--- config.mk ---
export PLATFORM = sky130hd
export DESIGN_NAME = gpio_restore_seq
export DESIGN_NICKNAME = d
export VERILOG_FILES = /design/src/rtl/gpio_rst_pkg.sv /design/src/rtl/gpio_rst_mask.sv /design/src/rtl/gpio_rst_ctrl.sv /design/src/rtl/gpio_restore_seq.sv
export SDC_FILE = /design/constraint.sdc
export NUM_CORES = 1
export LEC_CHECK = 0
export ABC_CLOCK_PERIOD_IN_PS = 6500
export BUFFER_PORTS_ARGS = -buffer_cell sky130_fd_sc_hd__buf_2
export CORE_AREA = 2 2 131 133
export CTS_CLUSTER_DIAMETER = 100
export DETAILED_ROUTE_END_ITERATION = 7
export DIE_AREA = 0 0 133 135
export SETUP_SLACK_MARGIN = 0.05
export SYNTH_ARGS = -nofsm -noshare
export SYNTH_HDL_FRONTEND = slang
export SYNTH_SLANG_ARGS = --single-unit
--- constraint.sdc ---
create_clock -name clk -period 6.5 [get_ports clk]
set_input_delay 0.975 -clock clk [delete_from_list [all_inputs] [get_ports clk]]
set_output_delay 0.975 -clock clk [all_outputs]
set_load 0.005 [all_outputs]
--- src/rtl/gpio_rst_pkg.sv ---
package gpio_rst_pkg;

    localparam int ADDR_W = 8;

    localparam logic [ADDR_W-1:0] OFS_CFG  = 8'h00;
    localparam logic [ADDR_W-1:0] OFS_DAT  = 8'h04;
    localparam logic [ADDR_W-1:0] OFS_PULL = 8'h08;

    typedef enum logic [1:0] {
        CLS_IN,
        CLS_OUT,
        CLS_SFN
    } mode_cls_e;

    typedef enum logic [2:0] {
        SRC_NONE,
        SRC_MERGE,
        SRC_CFG,
        SRC_DAT,
        SRC_PULL
    } wsrc_e;

    typedef struct packed {
        logic              act;
        logic              we;
        logic [ADDR_W-1:0] addr;
        wsrc_e             src;
    } bus_op_t;

    function automatic mode_cls_e classify(logic [3:0] f);
        if (f == 4'd0)      return CLS_IN;
        else if (f == 4'd1) return CLS_OUT;
        else                return CLS_SFN;
    endfunction

    // 1 when the pin must take its new mode before the data word lands
    function automatic logic cfg_first(logic [3:0] prev, logic [3:0] next);
        mode_cls_e cp;
        mode_cls_e cn;
        cp = classify(prev);
        cn = classify(next);
        if (prev == next)                       return 1'b0;
        else if (cp == CLS_SFN && cn == CLS_SFN) return 1'b0;
        else if (cn == CLS_OUT)                 return 1'b0;
        else                                    return 1'b1;
    endfunction

    function automatic bus_op_t mk_op(logic we, logic [ADDR_W-1:0] a, wsrc_e s);
        bus_op_t o;
        o.act  = 1'b1;
        o.we   = we;
        o.addr = a;
        o.src  = s;
        return o;
    endfunction

    function automatic bus_op_t save_op(logic [2:0] step);
        case (step)
            3'd0:    return mk_op(1'b0, OFS_CFG, SRC_NONE);
            3'd1:    return mk_op(1'b0, OFS_DAT, SRC_NONE);
            default: return mk_op(1'b0, OFS_PULL, SRC_NONE);
        endcase
    endfunction

    function automatic bus_op_t restore_op(logic wide, logic [2:0] step);
        if (!wide) begin
            case (step)
                3'd0:    return mk_op(1'b0, OFS_CFG, SRC_NONE);
                3'd1:    return mk_op(1'b1, OFS_PULL, SRC_PULL);
                3'd2:    return mk_op(1'b1, OFS_CFG, SRC_MERGE);
                3'd3:    return mk_op(1'b1, OFS_DAT, SRC_DAT);
                default: return mk_op(1'b1, OFS_CFG, SRC_CFG);
            endcase
        end else begin
            case (step)
                3'd0:    return mk_op(1'b0, OFS_CFG, SRC_NONE);
                3'd1:    return mk_op(1'b1, OFS_CFG, SRC_MERGE);
                3'd2:    return mk_op(1'b1, OFS_DAT, SRC_DAT);
                3'd3:    return mk_op(1'b1, OFS_CFG, SRC_CFG);
                3'd4:    return mk_op(1'b1, OFS_DAT, SRC_DAT);
                default: return mk_op(1'b1, OFS_PULL, SRC_PULL);
            endcase
        end
    endfunction

endpackage

--- src/rtl/gpio_rst_mask.sv ---
module gpio_rst_mask
    import gpio_rst_pkg::*;
#(
    parameter int FIELD_W     = 2,
    parameter int DATA_W      = 32,
    parameter int SCAN_FIELDS = 16
) (
    input  logic              clk,
    input  logic              rst,
    input  logic [DATA_W-1:0] cur_cfg,
    input  logic [DATA_W-1:0] sav_cfg,
    output logic [DATA_W-1:0] mask
);
    localparam int NUM_FIELDS = DATA_W / FIELD_W;

    for (genvar i = 0; i < NUM_FIELDS; i++) begin : g_field
        if (i < SCAN_FIELDS) begin : g_scan
            logic [3:0] prev_f;
            logic [3:0] next_f;
            assign prev_f = 4'(cur_cfg[i*FIELD_W +: FIELD_W]);
            assign next_f = 4'(sav_cfg[i*FIELD_W +: FIELD_W]);
            assign mask[i*FIELD_W +: FIELD_W] = {FIELD_W{cfg_first(prev_f, next_f)}};

            // a pin whose target mode is output never goes first
            a_r5_no_out_target: assert property (@(posedge clk) disable iff (rst)
                mask[i*FIELD_W] |-> (sav_cfg[i*FIELD_W +: FIELD_W] != FIELD_W'(1)));
            // a masked pin always changes its field
            a_r4_masked_changes: assert property (@(posedge clk) disable iff (rst)
                mask[i*FIELD_W] |-> (sav_cfg[i*FIELD_W +: FIELD_W] != cur_cfg[i*FIELD_W +: FIELD_W]));
        end else begin : g_skip
            assign mask[i*FIELD_W +: FIELD_W] = '0;
        end
    end

endmodule

--- src/rtl/gpio_rst_ctrl.sv ---
module gpio_rst_ctrl
    import gpio_rst_pkg::*;
#(
    parameter int FIELD_W = 2,
    parameter int DATA_W  = 32
) (
    input  logic              clk,
    input  logic              rst,
    input  logic              save_req,
    input  logic              restore_req,
    input  logic [DATA_W-1:0] mask,
    input  logic [DATA_W-1:0] bus_rdata,
    output logic              busy,
    output logic              done,
    output logic              bus_req,
    output logic              bus_we,
    output logic [ADDR_W-1:0] bus_addr,
    output logic [DATA_W-1:0] bus_wdata,
    output logic [DATA_W-1:0] cur_cfg,
    output logic [DATA_W-1:0] sav_cfg
);
    typedef enum logic [1:0] {
        ST_IDLE,
        ST_SAVE,
        ST_RESTORE
    } st_e;

    localparam logic       WIDE      = (FIELD_W != 2);
    localparam logic [2:0] SAVE_LAST = 3'd2;
    localparam logic [2:0] REST_LAST = WIDE ? 3'd5 : 3'd4;

    st_e               state;
    logic [2:0]        step;
    logic [2:0]        last;
    bus_op_t           op;
    logic [DATA_W-1:0] sav_dat;
    logic [DATA_W-1:0] sav_pull;

    always_comb begin
        case (state)
            ST_SAVE:    op = save_op(step);
            ST_RESTORE: op = restore_op(WIDE, step);
            default:    op = '0;
        endcase
        last = (state == ST_SAVE) ? SAVE_LAST : REST_LAST;
    end

    always_comb begin
        case (op.src)
            SRC_MERGE: bus_wdata = (cur_cfg & ~mask) | (sav_cfg & mask);
            SRC_CFG:   bus_wdata = sav_cfg;
            SRC_DAT:   bus_wdata = sav_dat;
            SRC_PULL:  bus_wdata = sav_pull;
            default:   bus_wdata = '0;
        endcase
    end

    assign busy     = (state != ST_IDLE);
    assign bus_req  = op.act;
    assign bus_we   = op.we;
    assign bus_addr = op.addr;

    always_ff @(posedge clk) begin
        if (rst) begin
            state    <= ST_IDLE;
            step     <= '0;
            done     <= 1'b0;
            cur_cfg  <= '0;
            sav_cfg  <= '0;
            sav_dat  <= '0;
            sav_pull <= '0;
        end else begin
            done <= 1'b0;
            if (state == ST_IDLE) begin
                step <= '0;
                if (save_req)         state <= ST_SAVE;
                else if (restore_req) state <= ST_RESTORE;
            end else begin
                if (op.act && !op.we) begin
                    case (op.addr)
                        OFS_CFG: begin
                            if (state == ST_SAVE) sav_cfg <= bus_rdata;
                            else                  cur_cfg <= bus_rdata;
                        end
                        OFS_DAT:  sav_dat  <= bus_rdata;
                        OFS_PULL: sav_pull <= bus_rdata;
                        default: ;
                    endcase
                end
                if (step == last) begin
                    state <= ST_IDLE;
                    done  <= 1'b1;
                end else begin
                    step <= step + 3'd1;
                end
            end
        end
    end

    // nothing on the bus while idle
    a_r1_idle_quiet: assert property (@(posedge clk) disable iff (rst)
        !busy |-> !bus_req);
    // a save only reads
    a_r2_save_reads: assert property (@(posedge clk) disable iff (rst)
        (state == ST_SAVE) |-> (bus_req && !bus_we));
    // done lasts exactly one cycle
    a_r9_done_pulse: assert property (@(posedge clk) disable iff (rst)
        done |=> !done);
    // a running sequence keeps its kind until its last step
    a_r10_no_restart: assert property (@(posedge clk) disable iff (rst)
        (busy && step != last) |=> (state == $past(state)) && (step == $past(step) + 3'd1));
    // the early configuration write touches only masked fields
    a_r8_merge_window: assert property (@(posedge clk) disable iff (rst)
        (bus_req && bus_we && op.src == SRC_MERGE) |-> (((bus_wdata ^ cur_cfg) & ~mask) == '0));

endmodule

--- src/rtl/gpio_restore_seq.sv ---
module gpio_restore_seq
    import gpio_rst_pkg::*;
#(
    parameter int FIELD_W = 2,
    parameter int DATA_W  = 32
) (
    input  logic              clk,
    input  logic              rst,
    input  logic              save_req,
    input  logic              restore_req,
    output logic              busy,
    output logic              done,
    output logic              bus_req,
    output logic              bus_we,
    output logic [7:0]        bus_addr,
    output logic [DATA_W-1:0] bus_wdata,
    input  logic [DATA_W-1:0] bus_rdata
);
    localparam int SCAN_FIELDS = (FIELD_W == 2) ? (DATA_W / FIELD_W) : 4;

    logic [DATA_W-1:0] cur_cfg;
    logic [DATA_W-1:0] sav_cfg;
    logic [DATA_W-1:0] mask;

    gpio_rst_mask #(
        .FIELD_W    (FIELD_W),
        .DATA_W     (DATA_W),
        .SCAN_FIELDS(SCAN_FIELDS)
    ) u_mask (
        .clk    (clk),
        .rst    (rst),
        .cur_cfg(cur_cfg),
        .sav_cfg(sav_cfg),
        .mask   (mask)
    );

    gpio_rst_ctrl #(
        .FIELD_W(FIELD_W),
        .DATA_W (DATA_W)
    ) u_ctrl (
        .clk        (clk),
        .rst        (rst),
        .save_req   (save_req),
        .restore_req(restore_req),
        .mask       (mask),
        .bus_rdata  (bus_rdata),
        .busy       (busy),
        .done       (done),
        .bus_req    (bus_req),
        .bus_we     (bus_we),
        .bus_addr   (bus_addr),
        .bus_wdata  (bus_wdata),
        .cur_cfg    (cur_cfg),
        .sav_cfg    (sav_cfg)
    );

    // the block finishes through done, never while still driving the bus
    a_r9_done_idle: assert property (@(posedge clk) disable iff (rst)
        done |-> (!busy && !bus_req));

endmodule

# Word level (Yosys, flattened, before mapping)
# Index checks and enable logic that the tools add are counted.
[totals] ff_bits=134 inputBits=36 output_inout_bits=44
[op_classes] n_addsub=1 n_eq_ne=109 n_mux=122 n_bitwise=6 n_reduce_logical=61
[ops] op="2-bit two-way mux" count=68
[ops] op="4-bit logical NOT" count=32
[ops] op="32-bit one-hot mux with 4 select lines" count=1
[ops] op="2-bit by 1-bit == test with 1-bit output, second input constant" count=49
[ops] op="2-bit == test, second input constant" count=33
[ops] op="32-bit bitwise AND" count=2
[ops] op="1-bit two-way mux" count=49
[ops] op="12-bit one-hot mux with 4 select lines" count=1
[ops] op="2-bit == test" count=16
[ops] op="32-bit NOT" count=1
[ops] op="32-bit OR" count=1
[ops] op="13-bit one-hot mux with 2 select lines" count=1
[ops] op="1-bit logical AND" count=17
[ops] op="7-bit one-hot mux with 2 select lines" count=1
[ops] op="3-bit by 2-bit == test with 1-bit output, second input constant" count=4
[ops] op="8-bit by 3-bit == test with 1-bit output, second input constant" count=1
[ops] op="8-bit by 4-bit == test with 1-bit output, second input constant" count=1
[ops] op="8-bit logical NOT" count=1
[ops] op="4-bit AND reduction" count=2
[ops] op="3-bit by 1-bit == test with 1-bit output, second input constant" count=2
[ops] op="3-bit AND reduction" count=2
[ops] op="2-bit nonzero test" count=2
[ops] op="3-bit by 1-bit adder with 3-bit output, second input constant" count=1
[ops] op="3-bit == test" count=1
[ops] op="9 further kinds" count=10

# Depth between registers and ports, before layout
[depth] ltp_word=11 mapped_depth=9

# By module
# A second synthesis with hierarchy kept.
[unflattened] cells_unflattened=794 hier_area_um2=6726.5
[by_module_without_submodules] module="gpio_rst_ctrl" instances=1 cells_each=746 area_each_um2=6326.1
[by_module_without_submodules] module="gpio_rst_mask" instances=1 cells_each=48 area_each_um2=400.4

# Worst setup path after synthesis
# Ideal clock, no wire load.
[synth_timing] kind="reg-to-output" start="reg u_ctrl.step[1]" end="out bus_wdata[0]" arrival_time_ns=1.915 required_ns=5.525 setup_slack_ns=3.610 stages_incl_launch_ff=10 path_cell_list="dfxtp_1 > inv_1 > ha_1 > buf_2 > nor3_1 > nor2_1 > nor3_1 > clkbuf_1 > a222oi_1 > o21ai_0"
[synth_via] elab_chain_cells=5 elab_cells_between_ends=11 cone_classes="eq/ne: 7; mux: 3; reduce/logical: 1"
[synth_rtl] element="start: declaration" line="gpio_rst_ctrl.sv:33" source="logic [2:0] step;"
[synth_rtl] element="start signal: assignment" line="gpio_rst_ctrl.sv:94" source="step <= step + 3'd1;"
[synth_rtl] element="3-bit by 2-bit == test with 1-bit output (tied with other cells)" line="gpio_rst_pkg.sv:67" source="case (step)"
[synth_rtl] element="12-bit one-hot mux with 4 select lines *" line="gpio_rst_pkg.sv:67"
[synth_rtl] element="13-bit one-hot mux with 2 select lines *" line="gpio_rst_ctrl.sv:40" source="case (state)"
[synth_rtl] element="3-bit == test (tied with other cells)" line="gpio_rst_ctrl.sv:49" source="case (op.src)"
[synth_rtl] element="32-bit one-hot mux with 4 select lines *" line="gpio_rst_ctrl.sv:49"
[synth_rtl] element="end: declaration" line="gpio_restore_seq.sv:16" source="output logic [DATA_W-1:0] bus_wdata,"
# Every way passes the cells marked *; elsewhere a longest branch is shown, timed or not.

# Worst setup path in the final report
[layout_timing] start="reg u_ctrl.state[0]" end="out bus_wdata[30]"
[layout_via] elab_chain_cells=4 elab_cells_between_ends=8 cone_classes="eq/ne: 6; mux: 2"
[layout_rtl] element="start: declaration" line="gpio_rst_ctrl.sv:32" source="st_e state;"
[layout_rtl] element="start signal: assignment" line="gpio_rst_ctrl.sv:65" source="state <= ST_IDLE;"
[layout_rtl] element="start signal: assignment" line="gpio_rst_ctrl.sv:76" source="if (save_req) state <= ST_SAVE;"
[layout_rtl] element="start signal: assignment" line="gpio_rst_ctrl.sv:77" source="else if (restore_req) state <= ST_RESTORE;"
[layout_rtl] element="2-bit == test or 2-bit by 1-bit == test with 1-bit output (tied branches)"
[layout_rtl] element="13-bit one-hot mux with 2 select lines *" line="gpio_rst_ctrl.sv:40"
[layout_rtl] element="3-bit == test (tied with other cells)" line="gpio_rst_ctrl.sv:49"
[layout_rtl] element="32-bit one-hot mux with 4 select lines *" line="gpio_rst_ctrl.sv:49"
# Marks and branches as above.

==> flow_metrics.py <==
metrics = {
    "place": {
        "dp.final_hpwl_um": 10500,
        "placed_area_um2": 6950,
        "finalWeightedCongestion": 0.852,
        "io_buffer_count": 73,
        "dp_cells": 969,
    },
    "worst_setup_path": {
        "cp-start-kind": "flip-flop",
        "r2r-end": "u_ctrl.sav_pull[18]",
        "worstPathMaxFanout": 19,
        "critPathArrivalTime_ns": 3.38,
        "max_stage_delay_ns": 0.93,
        "rr_worst_depth": 8,
        "cp_top_family": "simple AND/OR/NAND/NOR gates",
        "cp-end-kind": "primary output",
        "path_buf_inv": 3,
        "crit_chain": "inv_1 > ha_1 > nand2_1 > nor3b_2 > buf_4 > a222oi_1 > o21ai_0 > buf_2",
        "slowest_stage": "nor3b_2",
        "worstPathRequired_ns": 5.52,
        "rrSetupSlack_ns": 3.81,
        "crit_type": "flip-flop to primary output",
        "r2r_start": "u_ctrl.step[2]",
    },
    "global_routing": {
        "grt_pass1_wl_um": 27100,
        "grtUsageTotal_pct": 19.2,
        "overflow": 0,
        "first_global_vias": 5053,
        "grt_max_degree": 130,
        "antenna_found_initial": 0,
    },
    "finish": {
        "synthToLayoutAreaGrowth_pct": 17.4,
        "diodes": 0,
        "final_common_cell": "dfxtp_1",
        "final_cell_mix": "dfxtp_1, mux2i_1, nand2_1",
        "fin_cells": 1001,
        "design_area_um2": 7580,
        "layout-drive-gt1-share_pct": 16.6,
        "nets": 813,
    },
    "logic_synthesis": {
        "yosys_warnings": 0,
        "synthDistinctLibCells": 39,
        "syn_inst": 714,
        "avgSynthCellArea_um2": 9.05,
        "ys_ff_latch": 134,
        "synth-edff-count": 0,
        "ys.flop_type": "dfxtp_1",
        "synth.cell_area_um2": 6460,
        "seq_area_frac_synth_pct": 41.5,
        "ys_async_sr_fraction_pct": 0,
    },
    "pwr": {
        "switching_share_pct": 22.8,
        "p_seq_share_pct": 42.9,
        "powerDensity_nw_per_um2": 261,
        "power_leakage_nw": 3.08,
        "pwr-share-comb_pct": 6.4,
        "clockPowerShare_pct": 50.7,
        "peakVddDrop_mv": 0.194,
        "power.internal_w": 0.00153,
        "switchingPower_w": 0.000451,
    },
    "floorplanning": {
        "die_area_um2": 18000,
        "die_height_um": 135,
        "coreArea_um2": 16400,
        "rows": 47,
        "start_util_pct": 39.4,
        "die_w_um": 133,
        "io_pins": 80,
    },
    "clock_network": {
        "cts_resized": 0,
        "cts_made_buffers": 17,
        "path_clk_slew_ns": 0.06,
        "hold_buffers": 0,
        "h-tree-depth": 4,
        "post-cts-setup-buffers": 0,
        "cts_tree": "yes",
        "clk_latency_ns": 0.42,
        "ctsLongestPathBuffers": 2,
        "cts_sinks": 134,
        "cts-root-buf": "clkbuf_16",
    },
    "timing": {
        "period_minus_slack_ns": 4.36,
        "finClkSkew_ns": 0.00850,
        "period_share_pct": 67.0,
        "worst_pin_slew_ns": 1.16,
        "fmax_ghz": 0.230,
        "tns_ns": 0,
        "hold_viol_final": 0,
        "setup_violations": 0,
        "slew_violations": 0,
        "rsz0062_at_grt": "no",
        "relSlewSlack_pct": 22.7,
    },
    "route": {
        "ant_nets": 0,
        "routed_wl_um": 16900,
        "drc": 0,
        "first_iter_violations": 366,
        "dr.pass1.iters": 5,
        "wl_per_cell_um": 16.9,
        "vias": 5323,
        "viasPerCell": 5.32,
    },
    "min_path": {
        "hold_end": "u_ctrl.sav_dat[17]",
        "hold_path_class": "flip-flop to flip-flop",
        "min-delay-start": "u_ctrl.sav_dat[17]",
        "hold-path-cell-count": 2,
    },
    "status": {
        "status": "finished clean",
    },
    "job": {
        "max_cap_viol_count": 0,
    },
}
==> layer usage <==
layer  track usage [%]  share of wire (%)  routed length, µm
met5                 0                  0                  0
met4              6.63                1.4                239
met3              4.09                4.5                763
met2              31.9                 48               8100
met1              24.8                 46               7850
==> through the flow <==
step | hold slack (ns) | setup slack, ns | power, W | util, %
final | 0.453 | 2.14 | 0.00198 | 46.2
after global routing | 0.468 | 1.97 | 0.00205 | 46.2
after CTS | 0.456 | 2.18 | 0.00199 | 46.2
after detailed placement | 0.448 | 2.59 | 0.000992 | 42.4
after global placement | 0.442 | 2.74 | 0.000988 | 42.4
after floorplan | 0.436 | 3.61 | 0.000950 | -
==> sequential cells by signal (all words and copies together), names as in the netlist <==
register / count
u_ctrl.cur_cfg: 32
u_ctrl.sav_pull: 32
u_ctrl.done: 1
u_ctrl.state: 2
u_ctrl.sav_cfg: 32
u_ctrl.step: 3
u_ctrl.sav_dat: 32
==> how the worst max path moves through the flow <==
stage / cells after the start / slack (ns) / from / endpoint
2_1_floorplan: 9 / 3.61 / u_ctrl.step[1] / bus_wdata[0]
5_1_grt: 8 / 1.97 / u_ctrl.state[0] / bus_wdata[30]
4_1_cts: 8 / 2.18 / u_ctrl.state[0] / bus_wdata[30]
3_5_place_dp: 8 / 2.59 / u_ctrl.state[0] / bus_wdata[30]
6_report: 8 / 2.14 / u_ctrl.state[0] / bus_wdata[30]
3_3_place_gp: 8 / 2.74 / u_ctrl.state[0] / bus_wdata[30]
==> Yosys cell counts (9+ instances only) <==
library cell / n / share of area, %
a222oi_1: 16 / 2.5
o21ai_0: 19 / 1.5
a211o_1: 18 / 2.4
dfxtp_1: 134 / 42
nand2_1: 75 / 4.4
a22o_1: 16 / 2.2
nor2_1: 74 / 4.3
mux2i_1: 97 / 15
nor2b_1: 16 / 1.5
o21a_1: 10 / 1.2
a21oi_1: 40 / 3.1
clkbuf_1: 33 / 1.9
nand2b_1: 65 / 6.3
inv_1: 9 / 0.52
ha_1: 9 / 1.7
and3_1: 17 / 1.6
a31oi_1: 11 / 1.1
==> worst register-to-register path, stage by stage, from the launching register on <==
cell and delay (ns):
dfxtp_1 0.51, inv_1 0.13, ha_1 0.31, nor3b_2 0.27, a31oi_1 0.16, nor4b_4 0.23
buf_4 0.59, mux2i_1 0.29, nor2_1 0.05
==> final cells by class <==
class	count	area (µm²)
Sequential cell	134	2680
Fill cell	1564	8830
Multi-Input combinational cell	521	3500
Clock buffer	21	480
Clock inverter	11	146
Timing Repair Buffer	85	458
Inverter	9	33.8
Tap cell	220	275
==> cell families (layout without fill, tap and decap cells) <==
logic type	after synthesis	after routing	synth area share, %
AO/OA/AOI/OAI	146	146	16.0
other	1	6	0.0581
multiplexers	98	98	15.2
buffers and inverters	64	126	5.04
AND/OR/NAND/NOR	262	262	20.4
flip-flops	134	134	41.5
adder cells (fa/ha/maj)	9	9	1.74
==> power groups by stage <==
stage	combinational [W]	clock [W]	sequential (W)
4_1_cts	0.000127	0.00102	0.000848
2_1_floorplan	0.0000883	0	0.000862
6_report	0.000126	0.00100	0.000849
3_5_place_dp	0.000126	0	0.000866
3_3_place_gp	0.000123	0	0.000865
5_1_grt	0.000140	0.00106	0.000850
Note: power is estimated with default switching activity, not from simulation.
